==> config.mk <==
export PLATFORM = sky130hd
export DESIGN_NAME = uart_tx_early
export DESIGN_NICKNAME = d
export VERILOG_FILES = /design/src/rtl/uart_tx_early_pkg.sv /design/src/rtl/uart_tx_hold.sv /design/src/rtl/uart_tx_shifter.sv /design/src/rtl/uart_tx_early.sv
export SDC_FILE = /design/constraint.sdc
export NUM_CORES = 1
export LEC_CHECK = 0
export ABC_AREA = 1
export ABC_CLOCK_PERIOD_IN_PS = 1600
export BUFFER_PORTS_ARGS = -buffer_cell sky130_fd_sc_hd__buf_2
export CAP_MARGIN = 20
export CORE_MARGIN = 4
export CORE_UTILIZATION = 35
export DETAILED_ROUTE_END_ITERATION = 7
export GPL_TIMING_DRIVEN = 0
export PLACE_DENSITY = 0.55
export REMOVE_ABC_BUFFERS = 1
export SYNTH_ARGS = -nofsm -noshare
export SYNTH_HDL_FRONTEND = slang
export SYNTH_SLANG_ARGS = --single-unit
==> constraint.sdc <==
create_clock -name clk -period 1.6 [get_ports clk]
set_clock_uncertainty 0.05 [all_clocks]
set_input_delay 0.32 -clock clk [delete_from_list [all_inputs] [get_ports clk]]
set_output_delay 0.32 -clock clk [all_outputs]
set_load 0.02 [all_outputs]
==> src/rtl/uart_tx_early_pkg.sv <==
package uart_tx_early_pkg;

    typedef enum logic [2:0] {
        ST_OFF,
        ST_IDLE,
        ST_START,
        ST_DATA,
        ST_STOP
    } tx_state_t;

endpackage

==> src/rtl/uart_tx_hold.sv <==
module uart_tx_hold #(
    parameter int DATA_W = 8
) (
    input  logic              clk,
    input  logic              rst_n,
    input  logic              tx_en,
    input  logic              wr_en,
    input  logic [DATA_W-1:0] wr_data,
    input  logic              take,
    output logic [DATA_W-1:0] hold_data,
    output logic              hold_full,
    output logic              empty_flag
);

    logic              en_q;
    logic              flag_q;
    logic [DATA_W-1:0] data_q;

    // Flag priority: off clears, first enabled cycle sets,
    // a write clears (even when it lands on a take), a take sets.
    always_ff @(posedge clk) begin
        if (!rst_n) begin
            en_q   <= 1'b0;
            flag_q <= 1'b0;
            data_q <= '0;
        end else begin
            en_q <= tx_en;
            if (!tx_en) begin
                flag_q <= 1'b0;
            end else if (!en_q) begin
                flag_q <= 1'b1;
            end else if (wr_en) begin
                flag_q <= 1'b0;
                data_q <= wr_data;
            end else if (take) begin
                flag_q <= 1'b1;
            end
        end
    end

    assign hold_data  = data_q;
    assign hold_full  = en_q && !flag_q;
    assign empty_flag = flag_q;

endmodule

==> src/rtl/uart_tx_shifter.sv <==
module uart_tx_shifter
    import uart_tx_early_pkg::*;
#(
    parameter int DATA_W = 8
) (
    input  logic              clk,
    input  logic              rst_n,
    input  logic              tx_en,
    input  logic              baud_tick,
    input  logic              hold_full,
    input  logic [DATA_W-1:0] hold_data,
    output logic              take,
    output logic              txd,
    output tx_state_t         state
);

    localparam int                CNT_W    = (DATA_W > 1) ? $clog2(DATA_W) : 1;
    localparam logic [CNT_W-1:0]  LAST_BIT = CNT_W'(DATA_W - 1);

    tx_state_t         state_q;
    tx_state_t         state_nx;
    logic [DATA_W-1:0] shift_q;
    logic [CNT_W-1:0]  cnt_q;

    // Next-state logic
    always_comb begin
        state_nx = state_q;
        if (!tx_en) begin
            state_nx = ST_OFF;                       // abort
        end else begin
            unique case (state_q)
                ST_OFF:   state_nx = ST_IDLE;       // enable
                ST_IDLE:  if (baud_tick && hold_full) state_nx = ST_START;
                ST_START: if (baud_tick) state_nx = ST_DATA;   // take
                ST_DATA:  if (baud_tick && cnt_q == LAST_BIT) state_nx = ST_STOP;
                ST_STOP:  if (baud_tick) state_nx = hold_full ? ST_START : ST_IDLE;
                default:  state_nx = ST_OFF;
            endcase
        end
    end

    // State register and datapath
    always_ff @(posedge clk) begin
        if (!rst_n) begin
            state_q <= ST_OFF;
            shift_q <= '0;
            cnt_q   <= '0;
        end else begin
            state_q <= state_nx;
            if (take) begin
                shift_q <= hold_data;
                cnt_q   <= '0;
            end else if (state_q == ST_DATA && baud_tick) begin
                shift_q <= shift_q >> 1;
                cnt_q   <= cnt_q + 1'b1;
            end
        end
    end

    // Outputs
    always_comb begin
        take = 1'b0;
        txd  = 1'b1;
        unique case (state_q)
            ST_START: begin
                txd  = 1'b0;
                take = baud_tick && tx_en;
            end
            ST_DATA: txd = shift_q[0];
            default: txd = 1'b1;
        endcase
    end

    assign state = state_q;

endmodule

==> src/rtl/uart_tx_early.sv <==
module uart_tx_early
    import uart_tx_early_pkg::*;
#(
    parameter int DATA_W = 8
) (
    input  logic              clk,
    input  logic              rst_n,
    input  logic              tx_en,
    input  logic              irq_en,
    input  logic              baud_tick,
    input  logic              wr_en,
    input  logic [DATA_W-1:0] wr_data,
    output logic              txd,
    output logic              hold_empty,
    output logic              irq
);

    logic              take;
    logic              hold_full;
    logic [DATA_W-1:0] hold_data;
    tx_state_t         st;

    uart_tx_hold #(.DATA_W(DATA_W)) u_hold (
        .clk        (clk),
        .rst_n      (rst_n),
        .tx_en      (tx_en),
        .wr_en      (wr_en),
        .wr_data    (wr_data),
        .take       (take),
        .hold_data  (hold_data),
        .hold_full  (hold_full),
        .empty_flag (hold_empty)
    );

    uart_tx_shifter #(.DATA_W(DATA_W)) u_shift (
        .clk       (clk),
        .rst_n     (rst_n),
        .tx_en     (tx_en),
        .baud_tick (baud_tick),
        .hold_full (hold_full),
        .hold_data (hold_data),
        .take      (take),
        .txd       (txd),
        .state     (st)
    );

    assign irq = hold_empty && irq_en;

endmodule

== Yosys cells after proc, flatten, opt, wreduce, memory -nomap -nowiden ==
Cells that the tools add are included.
Cells by class
  $add $sub $neg: 1
  equal/unequal tests: 10
  mux-type cells: 13
  bitwise gates (word level): 1
  reduce and logical (&&, ||, !) cells: 13
Operators by type and width (count)
  8-bit two-way mux: 2
  3-bit case mux with 5 select lines: 1
  3-bit two-way mux: 4
  3-bit by 2-bit == test with 1-bit output (second input constant): 2
  3-bit == test (second input constant): 2
  1-bit logical AND: 6
  1-bit two-way mux: 4
  2-bit by 1-bit inequality test with 1-bit output (second input constant): 2
  2-bit inequality test (second input constant): 2
  4-bit AND reduction: 1
  3-bit by 1-bit adder with 3-bit output (second input constant): 1
  3-bit by 1-bit == test with 1-bit output (second input constant): 1
  3-bit logical NOT: 1
  3-bit inequality test (second input constant): 1
  3-bit AND reduction: 1
  2-bit two-way mux: 1
  1-bit case mux with 2 select lines: 1
  2-bit AND reduction: 1
  2-bit nonzero test: 1
  2-bit OR reduction: 1
  1-bit logical NOT: 1
  1-bit NOT: 1
Word-level totals
  flip-flop bits (word level): 24
  bits of input ports: 14
  output and inout bits: 3
  logic and storage cells: 44

== Longest topological paths before layout ==
  depth in word-level cells: 5
  mapped depth: 8
  mapped depth without buffers: 8

== Cells and area by module ==
Synthesis repeated with hierarchy kept, for this count alone.
Second synthesis, totals
  cells, all modules: 185
  area total of the unflattened synthesis: 1219.9 um^2
By module, submodules not included
  uart_tx_shifter: times used 1, cells each 122, area each 789.5 um^2, seq. area each 280.3 um^2
  uart_tx_hold: times used 1, cells each 61, area each 422.9 um^2, seq. area each 200.2 um^2
  uart_tx_early: times used 1, cells each 2, area each 7.5 um^2, seq. area each 0.0 um^2

== Worst setup path before layout ==
Ideal clock, no wire load.
  kind: input port to flip-flop
  from: in tx_en
  to: reg u_shift.shift_q[3]
  arrival time: 1.055 ns
  required time: 1.440 ns
  setup slack: 0.386 ns
  stages on the path: 7
  buffers on the path: 2
  path through: buf_2 > nand4_2 > buf_4 > nand3_1 > nand3_1 > nand2_1 > inv_1
On the way
  word-level cells in the longest chain between the ends: 3
  elaborated cells on any way between the ends: 4
Ends and longest elaborated chain
  start: declaration: RTL line uart_tx_early.sv:8  | input logic tx_en,
  1-bit logical AND *: RTL line uart_tx_shifter.sv:67  | take = baud_tick && tx_en;
  1-bit two-way mux *: RTL line uart_tx_shifter.sv:64  | unique case (state_q)
  8-bit two-way mux or 2-bit nonzero test (tied branches)
  end signal: assignment: RTL line uart_tx_shifter.sv:51  | shift_q <= hold_data;
  end signal: assignment: RTL line uart_tx_shifter.sv:54  | shift_q <= shift_q >> 1;
  end: declaration: RTL line uart_tx_shifter.sv:22  | logic [DATA_W-1:0] shift_q;
Every way passes the cells marked *; elsewhere a longest branch is shown, timed or not.
A chain may end at the register's enable or synchronous reset.

== Final worst setup path ==
  from: reg u_shift.state_q[0], in the netlist u_shift.state[0]
  to: out txd
On the way
  word-level cells in the longest chain between the ends: 2
  elaborated cells on any way between the ends: 3
Ends and longest elaborated chain
  start: declaration: RTL line uart_tx_shifter.sv:20  | tx_state_t state_q;
  start signal: assignment: RTL line uart_tx_shifter.sv:49  | state_q <= state_nx;
  3-bit by 2-bit == test with 1-bit output: RTL line uart_tx_shifter.sv:64
  1-bit case mux with 2 select lines *: RTL line uart_tx_shifter.sv:64
  end: declaration: RTL line uart_tx_early.sv:13  | output logic txd,
Marks and branches as above.

==> results.md <==
- The final worst-path cycle share is 91.4%.
- The clock transition time at the flip-flop clock pins of the worst setup and hold paths is 130 ps.
- The number of antenna violations at the first check in global routing is 0.
- The total overflow left after global routing is 0.
- In the routed design, unresolved DRC markers number 0.
- The number of global-route vias before repair was 937.
- Wires add up to 2260 microns.
- At the pin with the least slew margin, the transition time is 375 ps.
- Yosys printed 0 warnings.
- In this run the core area contains 20 standard-cell rows.
- The area added between synthesis and finish is 13.9%.
- Routability-driven placement finished with a final weighted congestion of 0.928.
- In this run, CTS created clock tree buffers numbering 3.
- The critical-path cell with the highest stage delay is sky130_fd_sc_hd__dfxtp_1.
- The sort of element at the start of the critical path is a flip-flop.
- The final antenna diode count is 0.
- Of the cells placed in the final design, the portion with a size suffix greater than 1 is 16.3%.
- Per report_power, the sequential group accounts for 59.2% of the total.
- The post-synthesis cell type count is 20.
- The depth of the CTS H-tree is 1.
- The worst IR drop on VDD is 0.312 mV.
- The largest incremental delay on the critical path is 470 ps.
- The net load switching power is 0.266 mW.
- The worst path needs 1460 ps of the cycle, external delays included.
- The die area is 4150 sq um.
- The cell-internal power is 0.791 mW.
- The placed instances occupy a cell area of 1230 sq um.
- The logic gate share of total power is 10.8%.
- The global-route usage over all layers is 12.1%.
- Counting flops and latches in the post-synthesis netlist gives 24.
- The hold violation count in the final report came to 0.
- The number of port buffers is 16.
- At the worst endpoint, the arrival time is 1090 ps.
- The maximum number of pins on one net before global-route repair is 16.
- The first detailed-routing pass took 4 iterations.
- The register cell area after layout is 480 sq um.
- The number of sinks driven by the clock tree is 24.
- The first global-routing pass estimated 3970 microns of wire.
- Setup slack on the critical path of the routed design comes to 138 ps.
- The design area is 1270 sq um.
- The fmax is 684 MHz.
- The flow ran to the end, and the final reports show no timing, DRC or antenna violations.
- From bottom edge to top edge, the die measures 64.4 microns.
- The min-delay analysis places its worst path in the category primary input to flip-flop.
- Cells fill 41.6% of the core in the end.
- The area of the multi-input gates is 546 sq um.
- The number of antenna-violating nets in the routed design is 0.
- During I/O placement, the number of pins put on the boundary was 17.
- The switching share of total power is 25.2%.
- CTS placed an instance of sky130_fd_sc_hd__clkbuf_4 at the clock tree root.
- The signal on the critical path passes through nand2_1 > nand3_1 > buf_2.
- Across the run, the number of max-cap violations was 0.
- The power density over the cells is 833 nW/um^2.
- The worst pin sits at a relative slew slack of 75.0%.
- The static power due to leakage is 0.580 nW.
- After the last flow step, the layout net total stands at 195.
- Fill cells in the final layout number 341.
- The clock passes through at most 2 buffers.
- The mapped netlist covers 1110 sq um.
- The clock tree from TritonCTS is built.
- The initial standard-cell utilization of the core is 36.5%.
- After clock tree synthesis, the repair step resized 0 gates.
- For this run, the register share of the synthesized area comes to 43.1%.
- Setup repair after global routing left no endpoint under its margin.
- In this run, the number of DRC markers left after iteration 0 of detailed routing was 39.
- Detailed placement ended at an HPWL of 1770 microns.
- The number of cells produced by synthesis is 161.
- The synthesized area per cell is 6.92 sq um.
- The core region is 3050 sq um.
- The die span in x is 64.4 microns.
- The via count is 1007.
- The wire length per cell after detailed routing is 10.2 microns.
- The post-CTS setup-driven buffer insertion count is 0.
- The number of setup violations in the final report is 0.
- The element type at the critical path end is a primary output.
- The count of final max-slew check failures is 0.
- The classification of the worst setup path is flip-flop to primary output.
- The pre-CTS setup slack is 165 ps.
- At the later pin of the worst-skew pair, clock insertion delay measures 310 ps.
- Of all nets on the critical path, the largest fanout is 6.
- Dividing the detail-routed via count by the number of cells gives 4.54.
- For this design, the CTS-stage hold fixing added 0 buffers.
- At the worst endpoint, the required time is 1230 ps.
- In this run, the clock network consumes 30.0% of the power.
- The final-layout setup total negative slack is 0 ps.
## cell usage after synthesis
master                      n  share of area [%]
sky130_fd_sc_hd__a211oi_1   1               0.67
sky130_fd_sc_hd__nor2_2     3                1.7
sky130_fd_sc_hd__buf_4      1               0.67
sky130_fd_sc_hd__clkbuf_1   1               0.34
sky130_fd_sc_hd__nor2_1     8                2.7
sky130_fd_sc_hd__nand2_4    1                1.0
sky130_fd_sc_hd__a21oi_1   15                6.7
sky130_fd_sc_hd__dfxtp_1   24                 43
sky130_fd_sc_hd__nand3_2    1               0.90
sky130_fd_sc_hd__nand4_2    1                1.1
sky130_fd_sc_hd__nand2_1   51                 17
sky130_fd_sc_hd__clkinv_1   2               0.67
sky130_fd_sc_hd__or2_0      1               0.56
sky130_fd_sc_hd__inv_1     14                4.7
sky130_fd_sc_hd__nand3b_1   1               0.67
sky130_fd_sc_hd__buf_2      1               0.45
sky130_fd_sc_hd__nand3_1   26                 12
sky130_fd_sc_hd__inv_2      3                1.0
sky130_fd_sc_hd__o21ai_0    4                1.8
sky130_fd_sc_hd__ha_1       2                2.2
## per-layer routing
layer / up-vias / wire, microns / GRT usage [%]
met5: - / 0 / 0
met4: 0 / 29 / 3.96
met3: 4 / 98 / 2.64
met2: 18 / 1040 / 19.7
met1: 431 / 1090 / 15.8
li1: 554 / - / -
## critical path, delay by kind of cell (launching register included)
kind / cells / cell delay (ps)
flops: 1 / 470
simple gates: 2 / 160
buf+inv: 1 / 160
## cell usage in the layout, fill, tap and decap left out, drive strengths merged
| master | count |
|---|---|
| clkbuf | 4 |
| nand2 | 52 |
| clkinv | 2 |
| buf | 16 |
| nand3b | 1 |
| or2 | 1 |
| ha | 2 |
| nand4 | 1 |
| nand3 | 27 |
| dfxtp | 24 |
| a211oi | 1 |
| nor2 | 11 |
| a21oi | 15 |
| o21ai | 4 |
| inv | 17 |
## area by class of cell
type | instances | share of cell area (%)
clock buffer | 4 | 2.86
timing repair buffer | 16 | 6.31
sequential | 24 | 37.9
multi-input combinational | 115 | 43.0
inverter | 19 | 5.62
tap | 44 | 4.34
## stage by stage
stage               hold WS, ps  power [mW]  std cells
global placement            395       0.752        218
detailed placement          407       0.753        218
CTS                         204        1.08        222
global route                203        1.12        222
floorplan                   368       0.708        158
finish                      214        1.06        222
## power groups by stage
stage / Clock [mW] / Combinational [mW] / Sequential, mW
finish: 0.317 / 0.114 / 0.626
global route: 0.360 / 0.130 / 0.629
CTS: 0.336 / 0.115 / 0.626
detailed placement: 0 / 0.115 / 0.639
global placement: 0 / 0.113 / 0.638
floorplan: 0 / 0.0704 / 0.637
## sequential cells by signal, indices dropped and copies added, names as in the netlist
| name | count |
|---|---|
| u_hold.empty_flag | 1 |
| u_hold.en_q | 1 |
| u_shift.state | 3 |
| u_shift.shift_q | 8 |
| u_shift.cnt_q | 3 |
| u_hold.hold_data | 8 |
## cells by family (layout without fill, tap and decap cells)
logic type      after synthesis  count (layout)  synth area share, %
simple gates                 93              93                 37.5
flops                        24              24                 43.1
buf+inv                      22              39                 7.86
compound gates               20              20                 9.21
fa+ha+maj                     2               2                 2.25
## worst paths after layout
check | to | depth (start not counted) | start | slack, ps
hold reg to reg | u_hold.hold_data[0] | 2 | u_hold.hold_data[0] | 420
setup / recovery | txd | 3 | u_shift.state[0] | 140
setup reg to reg | u_shift.shift_q[0] | 4 | u_shift.state[1] | 160
hold / removal | u_hold.hold_data[3] | 3 | wr_data[3] | 210
Power figures use the tool's default switching activity.
